--- src/rtl/mcf_pkg.sv ---
package mcf_pkg;
  localparam int ADDR_BYTES = 6;
  localparam int TYPE_POS   = 12;
  localparam int OPC_POS    = 14;
  localparam int QNT_POS    = 16;
  localparam int HDR_BYTES  = 18;
  localparam int IDX_W      = $clog2(HDR_BYTES + 1);

  localparam logic [15:0] CTL_ETYPE = 16'h8808;
  localparam logic [15:0] PAUSE_OPC = 16'h0001;

  typedef logic [IDX_W-1:0] idx_t;

  typedef struct packed {
    logic        da_seen;
    logic        is_ctl;
    logic        is_pause;
    logic [15:0] quanta;
    logic        err;
  } hdr_t;
endpackage

--- src/rtl/mcf_hdr_parse.sv ---
module mcf_hdr_parse
  import mcf_pkg::*;
#(
  parameter int N_SLOTS = 2
) (
  input  logic                     clk,
  input  logic                     rst_n,
  input  logic                     beat,
  input  logic                     sof,
  input  logic                     eof,
  input  logic                     err,
  input  logic [7:0]               data,
  input  logic [N_SLOTS-1:0][47:0] slot_addr,
  output logic [N_SLOTS-1:0]       hit,
  output hdr_t                     hdr,
  output logic                     done
);
  localparam idx_t DA_END  = idx_t'(ADDR_BYTES);
  localparam idx_t HDR_END = idx_t'(HDR_BYTES);
  localparam idx_t T_HI = idx_t'(TYPE_POS);
  localparam idx_t T_LO = idx_t'(TYPE_POS + 1);
  localparam idx_t O_HI = idx_t'(OPC_POS);
  localparam idx_t O_LO = idx_t'(OPC_POS + 1);
  localparam idx_t Q_HI = idx_t'(QNT_POS);
  localparam idx_t Q_LO = idx_t'(QNT_POS + 1);

  idx_t        idx_q;
  idx_t        pos;
  logic [15:0] etype_q, opc_q, qnt_q;
  logic        err_q, done_q;

  // position of the byte on the bus; a start marker restarts the count
  assign pos = sof ? '0 : idx_q;

  always_ff @(posedge clk or negedge rst_n) begin
    if (!rst_n) begin
      idx_q   <= '0;
      etype_q <= '0;
      opc_q   <= '0;
      qnt_q   <= '0;
      err_q   <= 1'b0;
      done_q  <= 1'b0;
    end else begin
      done_q <= beat && eof;
      if (beat) begin
        idx_q <= (pos == HDR_END) ? pos : pos + idx_t'(1);
        case (pos)
          T_HI: etype_q[15:8] <= data;
          T_LO: etype_q[7:0]  <= data;
          O_HI: opc_q[15:8]   <= data;
          O_LO: opc_q[7:0]    <= data;
          Q_HI: qnt_q[15:8]   <= data;
          Q_LO: qnt_q[7:0]    <= data;
          default: ;
        endcase
        if (eof) err_q <= err;
      end
    end
  end

  for (genvar s = 0; s < N_SLOTS; s++) begin : g_slot
    logic [7:0] exp_b;
    logic       hit_q;

    always_comb begin
      exp_b = '0;
      for (int k = 0; k < ADDR_BYTES; k++)
        if (pos == idx_t'(k)) exp_b = slot_addr[s][8*(ADDR_BYTES-1-k) +: 8];
    end

    always_ff @(posedge clk or negedge rst_n) begin
      if (!rst_n) hit_q <= 1'b0;
      else if (beat && (pos < DA_END))
        hit_q <= (sof | hit_q) & (data == exp_b);
    end

    assign hit[s] = hit_q;
  end

  always_comb begin
    hdr.da_seen  = (idx_q >= DA_END);
    hdr.is_ctl   = (idx_q == HDR_END) && (etype_q == CTL_ETYPE);
    hdr.is_pause = hdr.is_ctl && (opc_q == PAUSE_OPC);
    hdr.quanta   = qnt_q;
    hdr.err      = err_q;
  end

  assign done = done_q;
endmodule

--- src/rtl/mcf_decide.sv ---
module mcf_decide
  import mcf_pkg::*;
#(
  parameter int N_SLOTS = 2
) (
  input  logic               valid,
  input  logic [N_SLOTS-1:0] hit,
  input  hdr_t               hdr,
  input  logic [N_SLOTS-1:0] accept,
  input  logic [N_SLOTS-1:0] fc_en,
  input  logic               pause_accept,
  output logic               pass_any,
  output logic               sel_fc,
  output logic               fwd,
  output logic               load
);
  // lowest passing slot wins: scan downward so the last write is the lowest
  always_comb begin
    pass_any = 1'b0;
    sel_fc   = 1'b0;
    for (int s = N_SLOTS - 1; s >= 0; s--) begin
      if (hit[s] && accept[s] && hdr.da_seen) begin
        pass_any = 1'b1;
        sel_fc   = fc_en[s];
      end
    end
  end

  always_comb begin
    fwd  = pass_any && !(sel_fc && hdr.is_pause && !pause_accept);
    load = valid && pass_any && sel_fc && hdr.is_pause && !hdr.err;
  end
endmodule

--- src/rtl/mcf_pause_timer.sv ---
module mcf_pause_timer #(
  parameter int QW = 16
) (
  input  logic          clk,
  input  logic          rst_n,
  input  logic          load,
  input  logic [QW-1:0] quanta,
  input  logic          tick,
  output logic [QW-1:0] count,
  output logic          active
);
  logic [QW-1:0] cnt_q;

  always_ff @(posedge clk or negedge rst_n) begin
    if (!rst_n)                        cnt_q <= '0;
    else if (load)                     cnt_q <= quanta;
    else if (tick && (cnt_q != '0))    cnt_q <= cnt_q - QW'(1);
  end

  assign count  = cnt_q;
  assign active = (cnt_q != '0);
endmodule

--- src/rtl/mac_ctl_rx_filter.sv ---
module mac_ctl_rx_filter
  import mcf_pkg::*;
#(
  parameter int N_SLOTS = 2,
  parameter int QW      = 16
) (
  input  logic                     clk,
  input  logic                     rx_rst_n,
  input  logic [N_SLOTS-1:0][47:0] slot_addr,
  input  logic [N_SLOTS-1:0]       slot_accept,
  input  logic [N_SLOTS-1:0]       slot_fc_en,
  input  logic                     pause_accept,
  input  logic                     in_valid,
  output logic                     in_ready,
  input  logic [7:0]               in_data,
  input  logic                     in_sof,
  input  logic                     in_eof,
  input  logic                     in_err,
  input  logic                     quantum_tick,
  output logic                     verdict_valid,
  output logic                     verdict_fwd,
  output logic [QW-1:0]            pause_count,
  output logic                     tx_pause
);
  logic               rdy_q;
  logic               beat;
  logic [N_SLOTS-1:0] hit;
  hdr_t               hdr;
  logic               done;
  logic               pass_any, sel_fc, fwd, load;

  always_ff @(posedge clk or negedge rx_rst_n) begin
    if (!rx_rst_n) rdy_q <= 1'b0;
    else           rdy_q <= 1'b1;
  end

  assign in_ready = rdy_q;
  assign beat     = in_valid && rdy_q;

  mcf_hdr_parse #(.N_SLOTS(N_SLOTS)) u_parse (
    .clk       (clk),
    .rst_n     (rx_rst_n),
    .beat      (beat),
    .sof       (in_sof),
    .eof       (in_eof),
    .err       (in_err),
    .data      (in_data),
    .slot_addr (slot_addr),
    .hit       (hit),
    .hdr       (hdr),
    .done      (done)
  );

  mcf_decide #(.N_SLOTS(N_SLOTS)) u_decide (
    .valid        (done),
    .hit          (hit),
    .hdr          (hdr),
    .accept       (slot_accept),
    .fc_en        (slot_fc_en),
    .pause_accept (pause_accept),
    .pass_any     (pass_any),
    .sel_fc       (sel_fc),
    .fwd          (fwd),
    .load         (load)
  );

  mcf_pause_timer #(.QW(QW)) u_timer (
    .clk    (clk),
    .rst_n  (rx_rst_n),
    .load   (load),
    .quanta (QW'(hdr.quanta)),
    .tick   (quantum_tick),
    .count  (pause_count),
    .active (tx_pause)
  );

  assign verdict_valid = done;
  assign verdict_fwd   = done && fwd;
endmodule

--- config.mk ---
export PLATFORM = sky130hd
export DESIGN_NAME = mac_ctl_rx_filter
export DESIGN_NICKNAME = d
export VERILOG_FILES = /design/src/rtl/mcf_pkg.sv /design/src/rtl/mcf_hdr_parse.sv /design/src/rtl/mcf_decide.sv /design/src/rtl/mcf_pause_timer.sv /design/src/rtl/mac_ctl_rx_filter.sv
export SDC_FILE = /design/constraint.sdc
export NUM_CORES = 1
export LEC_CHECK = 0
export ABC_AREA = 1
export BUFFER_PORTS_ARGS = -buffer_cell sky130_fd_sc_hd__buf_2
export CORE_ASPECT_RATIO = 1.4
export CORE_MARGIN = 2
export CORE_UTILIZATION = 45
export DETAILED_ROUTE_END_ITERATION = 8
export PLACE_DENSITY = 0.75
export SYNTH_ARGS = -nofsm -noshare
export SYNTH_HDL_FRONTEND = slang
export SYNTH_SLANG_ARGS = --single-unit
--- constraint.sdc ---
create_clock -name clk -period 3.31 [get_ports clk]
set_clock_uncertainty 0.15 [all_clocks]
set_input_delay 0.662 -clock clk [delete_from_list [all_inputs] [get_ports clk]]
set_output_delay 0.662 -clock clk [all_outputs]
set_load 0.1 [all_outputs]
==> results of run 1 <==
## sequential cells by signal (all words and copies together) (netlist names)
register and cells:
u_parse.idx_q 5, u_parse.err_q 1, u_parse.qnt_q 16, u_parse.opc_q 16, u_parse.done 1, u_parse.etype_q 16
u_parse.g_slot.hit_q 2, in_ready 1, u_timer.count 16
## power by group
group | switching (mW) | total, mW | internal, mW
logic | 0.425 | 0.672 | 0.247
clock network | 0.348 | 0.945 | 0.597
registers | 0.0763 | 1.08 | 1.00
## cell usage after synthesis (all sizes together)
cell type  number
dfrtp          74
nand4          18
o311ai          1
o21bai          2
clkbuf         10
mux2i           8
mux2            1
ha              5
or4             1
nor2           50
xnor2           1
a21oi           6
nand2         225
a31oi           3
nor4            9
o21ai          67
nor3            7
or2            15
nand3b          2
nand3         124
xor2           12
buf            19
conb            1
inv            97
## layer usage
metal	GRT usage [%]	up-vias
li1	-	2724
met1	29.0	2428
met2	44.3	182
met3	3.84	24
met4	9.29	0
met5	0	-
## cell type report
class,count,share of cell area (%)
Multi-Input combinational cell,558,44.4
Sequential cell,74,29.8
Timing Repair Buffer,148,12.5
Inverter,97,5.89
Clock buffer,12,3.96
Tap cell,144,2.89
Clock inverter,3,0.643
## tightest hold or removal path, cell delays in order, from the launching register on
cell and delay (ps):
dfrtp_1 340, nand2_1 50, o21ai_0 60
## worst paths after layout
path | start | to | slack [ps] | depth (start not counted)
setup / recovery | u_timer.count[0] | tx_pause | 260 | 9
hold / removal | u_parse.opc_q[7] | u_parse.opc_q[7] | 330 | 2
setup reg to reg | u_parse.idx_q[1] | u_parse.g_slot[0].hit_q | 640 | 21
hold reg to reg | u_parse.opc_q[7] | u_parse.opc_q[7] | 330 | 2
max in group asynchronous | rx_rst_n | u_parse.idx_q[4] | 1960 | 2
min in group asynchronous | rx_rst_n | u_parse.done | 390 | 2
## kinds of logic after synthesis
| family | Yosys count | synth area share, % |
|---|---|---|
| AOI/OAI and AO/OA | 79 | 8.08 |
| xor gates and xnor gates | 13 | 2.21 |
| adders and majority gates | 5 | 1.22 |
| buffers and inverters | 126 | 10.2 |
| DFF | 74 | 36.0 |
| muxes | 9 | 1.78 |
| other | 1 | 0.0729 |
| and+or+nand+nor | 451 | 40.4 |
## timing repair
action | CTS | global route
resized for setup | 0 | 2
setup endpoints to repair | 0 | 1
hold buffers | 0 | 0
==> results.cfg, run 1 <==
[drt]
met1Wirelength_um = 5980
ant_nets = 0
drc = 0
vias = 5358
drt_wl_total_um = 14700
wl_per_cell_um = 14.2
dr.max_layer_used = met4
dr.pass1.iters = 5
routed_via_density = 5.17
route.met2.wl_um = 7460
drt-initial-drc-count = 256
met3WireLength_um = 866

[placement]
dp_hpwl_um = 11500
dp_cells = 1021
place_ws_ps = 253
io_buffers = 135
gp_congestion = 0.922
dpl-instance-area_mm2 = 0.00594

[flow_run]
max-cap-violations = 0

[sta]
finalSetupViolCount = 0
drv_slew = 0
fin_crit_ps = 3050
max_slew_margin_pct = 37.7
postLayoutSetupSlackWorst_ps = 261
hold_viol_final = 0
tns_ps = 0
fin_crit_sh_pct = 92.1
hold_ws_ps = 331
tightest_slew_ps = 935
rsz0062_at_grt = no
fmax_ghz = 0.328

[synth]
synth_area_leaders = dfrtp_1 36%, nand2_1 16%, nand3_1 12%, inv_1 6.8%, o21ai_0 5.5%
yosys_warnings = 0
synth_top_cell_area_share_pct = 36.0
synth-seq-cells = 74
syn-cell-area_mm2 = 0.00514
synth_cell_types = 41
postSynthCellCount = 758
synth_fp_nets = 879
ys_seq_area_share_pct = 36.0
synth_top_area_cell = dfrtp_1
syn_avg_cell_area_um2 = 6.78

[clocking]
post_cts_buffers = 0
root_buffer = clkbuf_16
cts.clk_slew.worst_paths_ps = 50
tritoncts = built
clkLatencyLatePin_ps = 330
cts_max_level = 3
clock_path_buffers = 2
cts_made_buffers = 9
clock-sinks = 74

[final_layout]
fin_cells = 1036
final_core_util_pct = 55.5
drive_gt1_share_pct = 21.9
final_area_mm2 = 0.00623
final_common_cell = nand2_1
seqCellArea_mm2 = 0.00185
fin_nets = 1009
mostFrequentLayoutCells = 220 x nand2_1, 134 x buf_2, 122 x nand3_1
area_growth_syn_to_layout_pct = 21.1
multiInputGateArea_mm2 = 0.00277
antenna_cells = 0
nFillCells = 1155

[die]
die_w_um = 94.3
fp.dieArea_mm2 = 0.0123
row_count = 46
io_pins = 136
dieHeight_um = 130
start_util_pct = 45.8
core_region_area_mm2 = 0.0112

[hold_path]
hold_path_class = flop to flop

[worst_setup_path]
worstPathRequired_ps = 2500
critPathSlowestCell = dfrtp_1
worstPathMaxFanout = 5
crit_path_start_kind = flop
cp_num_buf_inv = 4
path_delay_family = simple AND/OR/NAND/NOR gates
worst_setup_path_end_kind = output port
cp_slowest_stage_delay_ps = 420
path_class = flop to output port
crit_arrival_ps = 2240
cp_cell_sequence = inv_1, ha_1, inv_1, nor4_1, buf_4, nand3_1, nor3_1, nand2_1, buf_2
crit_top_cell = inv_1

[power_and_ir_drop]
cellPowerDensity_mw_per_mm2 = 433
ir_drop_mv = 0.211
total_leakage_power_nw = 3.42
finalPower_mw = 2.70

[global_route]
grt_pass1_wl_um = 23400
antenna_found_initial = 0
grt_pass1_vias = 4956
overflow = 0
track_usage_pct = 24.5
grt_max_degree = 75

[run_status]
status = complete, no violations
Note: power is estimated with default switching activity, not from simulation.
==> run 2, diff against run 1 <==
SETUP_SLACK_MARGIN = 0.5   (was default)
SLEW_MARGIN = 0   (was default)
==> results.cfg, run 2 (synthesis results as in run 1) <==
[power_and_ir_drop]
ir_drop_mv = 0.251
cellPowerDensity_mw_per_mm2 = 415
finalPower_mw = 2.71
total_leakage_power_nw = 3.53

[final_layout]
antenna_cells = 0
final_core_util_pct = 58.1
multiInputGateArea_mm2 = 0.00291
mostFrequentLayoutCells = 217 x nand2_1, 134 x buf_2, 120 x nand3_1
seqCellArea_mm2 = 0.00187
area_growth_syn_to_layout_pct = 26.8
final_common_cell = nand2_1
nFillCells = 1105
fin_nets = 1022
drive_gt1_share_pct = 26.7

[global_route]
grt_pass1_vias = 5253
antenna_found_initial = 0
overflow = 0
grt_max_degree = 67
track_usage_pct = 25.1
grt_pass1_wl_um = 24400

[drt]
drt-initial-drc-count = 387
ant_nets = 0
drc = 0
wl_per_cell_um = 14.4
vias = 5448
routed_via_density = 5.19
dr.pass1.iters = 5
drt_wl_total_um = 15100

[worst_setup_path]
r2r_cells = 22
r2r-start = u_parse.idx_q[1]
crit_path_start_kind = flop
cp-startpoint = u_parse.etype_q[4]
worstPathRequired_ps = 2500
worst_setup_path_end_kind = output port
crit_arrival_ps = 1970
path_class = flop to output port
worstPathMaxFanout = 2

[clocking]
clkLatencyLatePin_ps = 340
postCtsHoldBufs = 0
root_buffer = clkbuf_16
tritoncts = built
cts.clk_slew.worst_paths_ps = 60
clock_path_buffers = 2
cts_made_buffers = 9
cts_max_level = 3
clock-sinks = 74

[sta]
fin_crit_ps = 2780
tns_ps = 0
fin_crit_sh_pct = 83.9
max_slew_margin_pct = 45.0
rsz0062_at_grt = yes
finalSetupViolCount = 0
drv_slew = 0
tightest_slew_ps = 818
hold_viol_final = 0
fmax_ghz = 0.360

[die]
row_count = 46
start_util_pct = 45.8
core_region_area_mm2 = 0.0112
die_w_um = 94.3
dieHeight_um = 130
io_pins = 136
fp.dieArea_mm2 = 0.0123

[run_status]
status = complete, no violations

[hold_path]
hold_path_class = input port to async pin

[placement]
io_buffers = 135
gp_congestion = 0.906
dp_hpwl_um = 11500

[flow_run]
max-cap-violations = 0
## run 2: cell type report
| cell class | instances | share of cell area, % |
|---|---|---|
| multi-input cells | 558 | 44.7 |
| flip-flops and latches | 74 | 28.6 |
| repair buffers | 161 | 14.0 |
| inverters | 97 | 5.62 |
| clock buffers | 10 | 3.66 |
| well taps | 144 | 2.76 |
| clock inverters | 6 | 0.633 |
## run 2: worst max-delay path, stage by stage, from the launching register on
cell,delay (ps)
dfrtp_1,400
nor4_4,300
nand2_1,100
nor3_2,110
o311ai_1,110
nor2_1,170
nand2_1,80
o21ai_1,110
inv_1,80
buf_12,160
## run 2: worst paths after layout
| check | endpoint | slack [ps] |
|---|---|---|
| setup / recovery | verdict_fwd | 530 |
| hold / removal | u_parse.idx_q[1] | 30 |
| setup reg to reg | u_parse.g_slot[1].hit_q | 620 |
| hold reg to reg | u_parse.opc_q[4] | 330 |
| max in group asynchronous | u_timer.count[7] | 2350 |
| min in group clk | u_parse.opc_q[4] | 330 |
## run 2: repair_timing
item,in CTS,in global routing
pin swaps,7,8
setup buffers,8,6
setup endpoints to repair,2,14
gates cloned,0,1
gates resized for setup,23,19
## run 2: per-stage QoR
stage | cells | worst slack, ps | hold slack [ps] | cell area [µm²]
after floorplan | 758 | 513 | 216 | 5170
after global placement | 1019 | 380 | 309 | 5960
after detailed placement | 1019 | 303 | 321 | 5960
after CTS | 1043 | 450 | 22.7 | 6390
after global routing | 1050 | 387 | 37.9 | 6520
final | 1050 | 531 | 27.2 | 6520
## run 2: power breakdown
group / internal, mW / leakage [nW] / total, mW / switching, mW
sequential: 1.00 / 0.981 / 1.07 / 0.0703
combinational: 0.276 / 2.40 / 0.726 / 0.450
clock: 0.528 / 0.143 / 0.908 / 0.379
## run 2: routing by layer
| layer | global-route usage (%) | part of all wire (%) |
|---|---|---|
| met4 | 9.97 | 3.3 |
| met2 | 45.5 | 51 |
| met1 | 29.3 | 40 |
| met5 | 0 | 0 |
| met3 | 4.36 | 5.8 |
==> run 3, diff against run 2 <==
PLACE_DENSITY = 0.78   (was 0.75)
clock period = 2.4 ns   (was 3.31 ns; I/O delays follow)
==> results.cfg, run 3 (synthesis results as in run 1) <==
[sta]
fin_crit_sh_pct = 123
rsz0062_at_grt = yes
fmax_ghz = 0.338
hold_viol_final = 3
finalSetupViolCount = 4
hold_ws_ps = -12.6
fin_crit_ps = 2950
postLayoutSetupSlackWorst_ps = -555
drv_slew = 0
tns_ps = -1260

[final_layout]
mostFrequentLayoutCells = 183 x nand2_1, 124 x buf_2, 86 x nand3_1
final_core_util_pct = 73.9
final_common_cell = nand2_1
fin_nets = 1106
area_growth_syn_to_layout_pct = 61.3
fin_cells = 1134
antenna_cells = 0
drive_gt1_share_pct = 44.5
nFillCells = 771

[worst_setup_path]
cp_cell_sequence = nor4_2, nand2_1, nor2_1, o311ai_1, nor2_1, nand2_1, o21ai_1, bufinv_8, buf_12
cp_slowest_stage_delay_ps = 450
crit_path_start_kind = flop
cp-startpoint = u_parse.etype_q[12]
worstPathMaxFanout = 2
path_delay_family = simple AND/OR/NAND/NOR gates
cp_num_buf_inv = 2
worstSetupEndpoint = verdict_fwd
crit_cells = 9
worstPathRequired_ps = 1770
r2r_cells = 21
rrSetupSlack_ps = -280
r2r-start = u_parse.idx_q[1]
r2r-end = u_parse.g_slot[1].hit_q
worst_setup_path_end_kind = output port
path_class = flop to output port
crit_arrival_ps = 2320
critPathSlowestCell = dfrtp_1

[flow_run]
max-cap-violations = 0

[die]
die_w_um = 94.3
start_util_pct = 45.8
io_pins = 136
fp.dieArea_mm2 = 0.0123
core_region_area_mm2 = 0.0112
dieHeight_um = 130
row_count = 46

[global_route]
grt_max_degree = 75
grt_pass1_vias = 5900
grt_pass1_wl_um = 28400
track_usage_pct = 30.2
overflow = 0
antenna_found_initial = 0

[drt]
drt-initial-drc-count = 449
drt_wl_total_um = 20500
wl_per_cell_um = 18.1
dr.pass1.iters = 5
routed_via_density = 5.59
vias = 6343
ant_nets = 0
drc = 0

[power_and_ir_drop]
cellPowerDensity_mw_per_mm2 = 523
clkPwrFrac_pct = 31.4
finalPower_mw = 4.34
pwr-share-seq_pct = 35.0
ir_drop_mv = 0.310
p_sw_mw = 1.48
p_int_mw = 2.86
switching_share_pct = 34.2
comb_power_share_pct = 33.6
total_leakage_power_nw = 4.20

[clocking]
clkLatencyLatePin_ps = 340
tritoncts = built
cts_max_level = 3
cts_made_buffers = 9
clock_path_buffers = 2
clock-sinks = 74
cts.clk_slew.worst_paths_ps = 60
root_buffer = clkbuf_16

[placement]
place_ws_ps = -283
io_buffers = 135
gp_congestion = 0.926
dp_cells = 1070
dp_hpwl_um = 12500

[run_status]
status = complete, but fails checks
violations = negative hold slack, negative setup slack

[hold_path]
hold_path_class = input port to async pin
run 3: cell count changes in the layout (fill, tap and decap cells not counted), sizes merged:
cell | previous run | this run
buf | 161 | 236
clkinvlp | 0 | 2
a21oi | 6 | 7
nand2 | 225 | 230
bufinv | 0 | 2
inv | 98 | 95
clkbuf | 10 | 14
nand3 | 124 | 125
clkinv | 5 | 2
run 3: worst min-delay path by stage:
| stage | startpoint | to | slack, ps |
|---|---|---|---|
| after floorplan | rx_rst_n | u_parse.done | 30 |
| final | rx_rst_n | u_timer.count[15] | -10 |
| after global placement | u_parse.opc_q[3] | u_parse.opc_q[3] | 310 |
| after CTS | rx_rst_n | u_timer.count[14] | 30 |
| after global routing | rx_rst_n | u_timer.count[14] | 30 |
| after detailed placement | u_parse.opc_q[3] | u_parse.opc_q[3] | 320 |
run 3: what timing repair did:
action                                  CTS  global route
gates resized for setup                 107           111
pin swaps                                31            31
buffers inserted                         18            19
hold buffers                              0             0
gates cloned                              8             3
endpoints found under the setup margin   49            70
run 3: power by group through the flow:
stage	combinational [mW]	sequential (mW)	clock (mW)
detailed placement	1.12	1.51	0
floorplan	0.671	1.49	0
global placement	1.10	1.50	0
CTS	1.26	1.49	1.36
global route	1.58	1.52	1.41
finish	1.46	1.52	1.36
run 3: per-stage QoR:
| stage | area [µm²] | hold WS (ps) |
|---|---|---|
| after CTS | 7700 | 31.2 |
| after floorplan | 5490 | 34.4 |
| final | 8300 | -12.6 |
| after global routing | 8300 | 32.4 |
| after detailed placement | 6710 | 316 |
| after global placement | 6710 | 310 |
run 3: area by class of cell:
cell class / instances / area (µm²) / share of cell area, %
Clock inverter: 4 / 51.3 / 0.618
Tap cell: 144 / 180 / 2.17
Clock buffer: 12 / 246 / 2.97
Multi-Input combinational cell: 565 / 3650 / 44.0
Timing Repair Buffer: 238 / 1850 / 22.3
Inverter: 97 / 413 / 4.98
Sequential cell: 74 / 1900 / 22.9
run 3: worst register-to-register path: cells and delay by family (launching register included):
| family | cells | cell delay, ps |
|---|---|---|
| AND/OR/NAND/NOR | 14 | 1340 |
| flip-flops | 1 | 370 |
| buffers and inverters | 6 | 600 |
| adder cells (fa/ha/maj) | 1 | 160 |
run 3: per-layer routing:
| layer | vias to the layer above | wire, µm | part of all wire (%) | GRT usage, % |
|---|---|---|---|---|
| met4 | 0 | 1370 | 6.7 | 17.7 |
| met2 | 386 | 10600 | 51 | 55.5 |
| met3 | 113 | 1450 | 7.1 | 5.28 |
| met5 | - | 0 | 0 | 0 |
| li1 | 2928 | - | - | - |
| met1 | 2916 | 7130 | 35 | 32.0 |
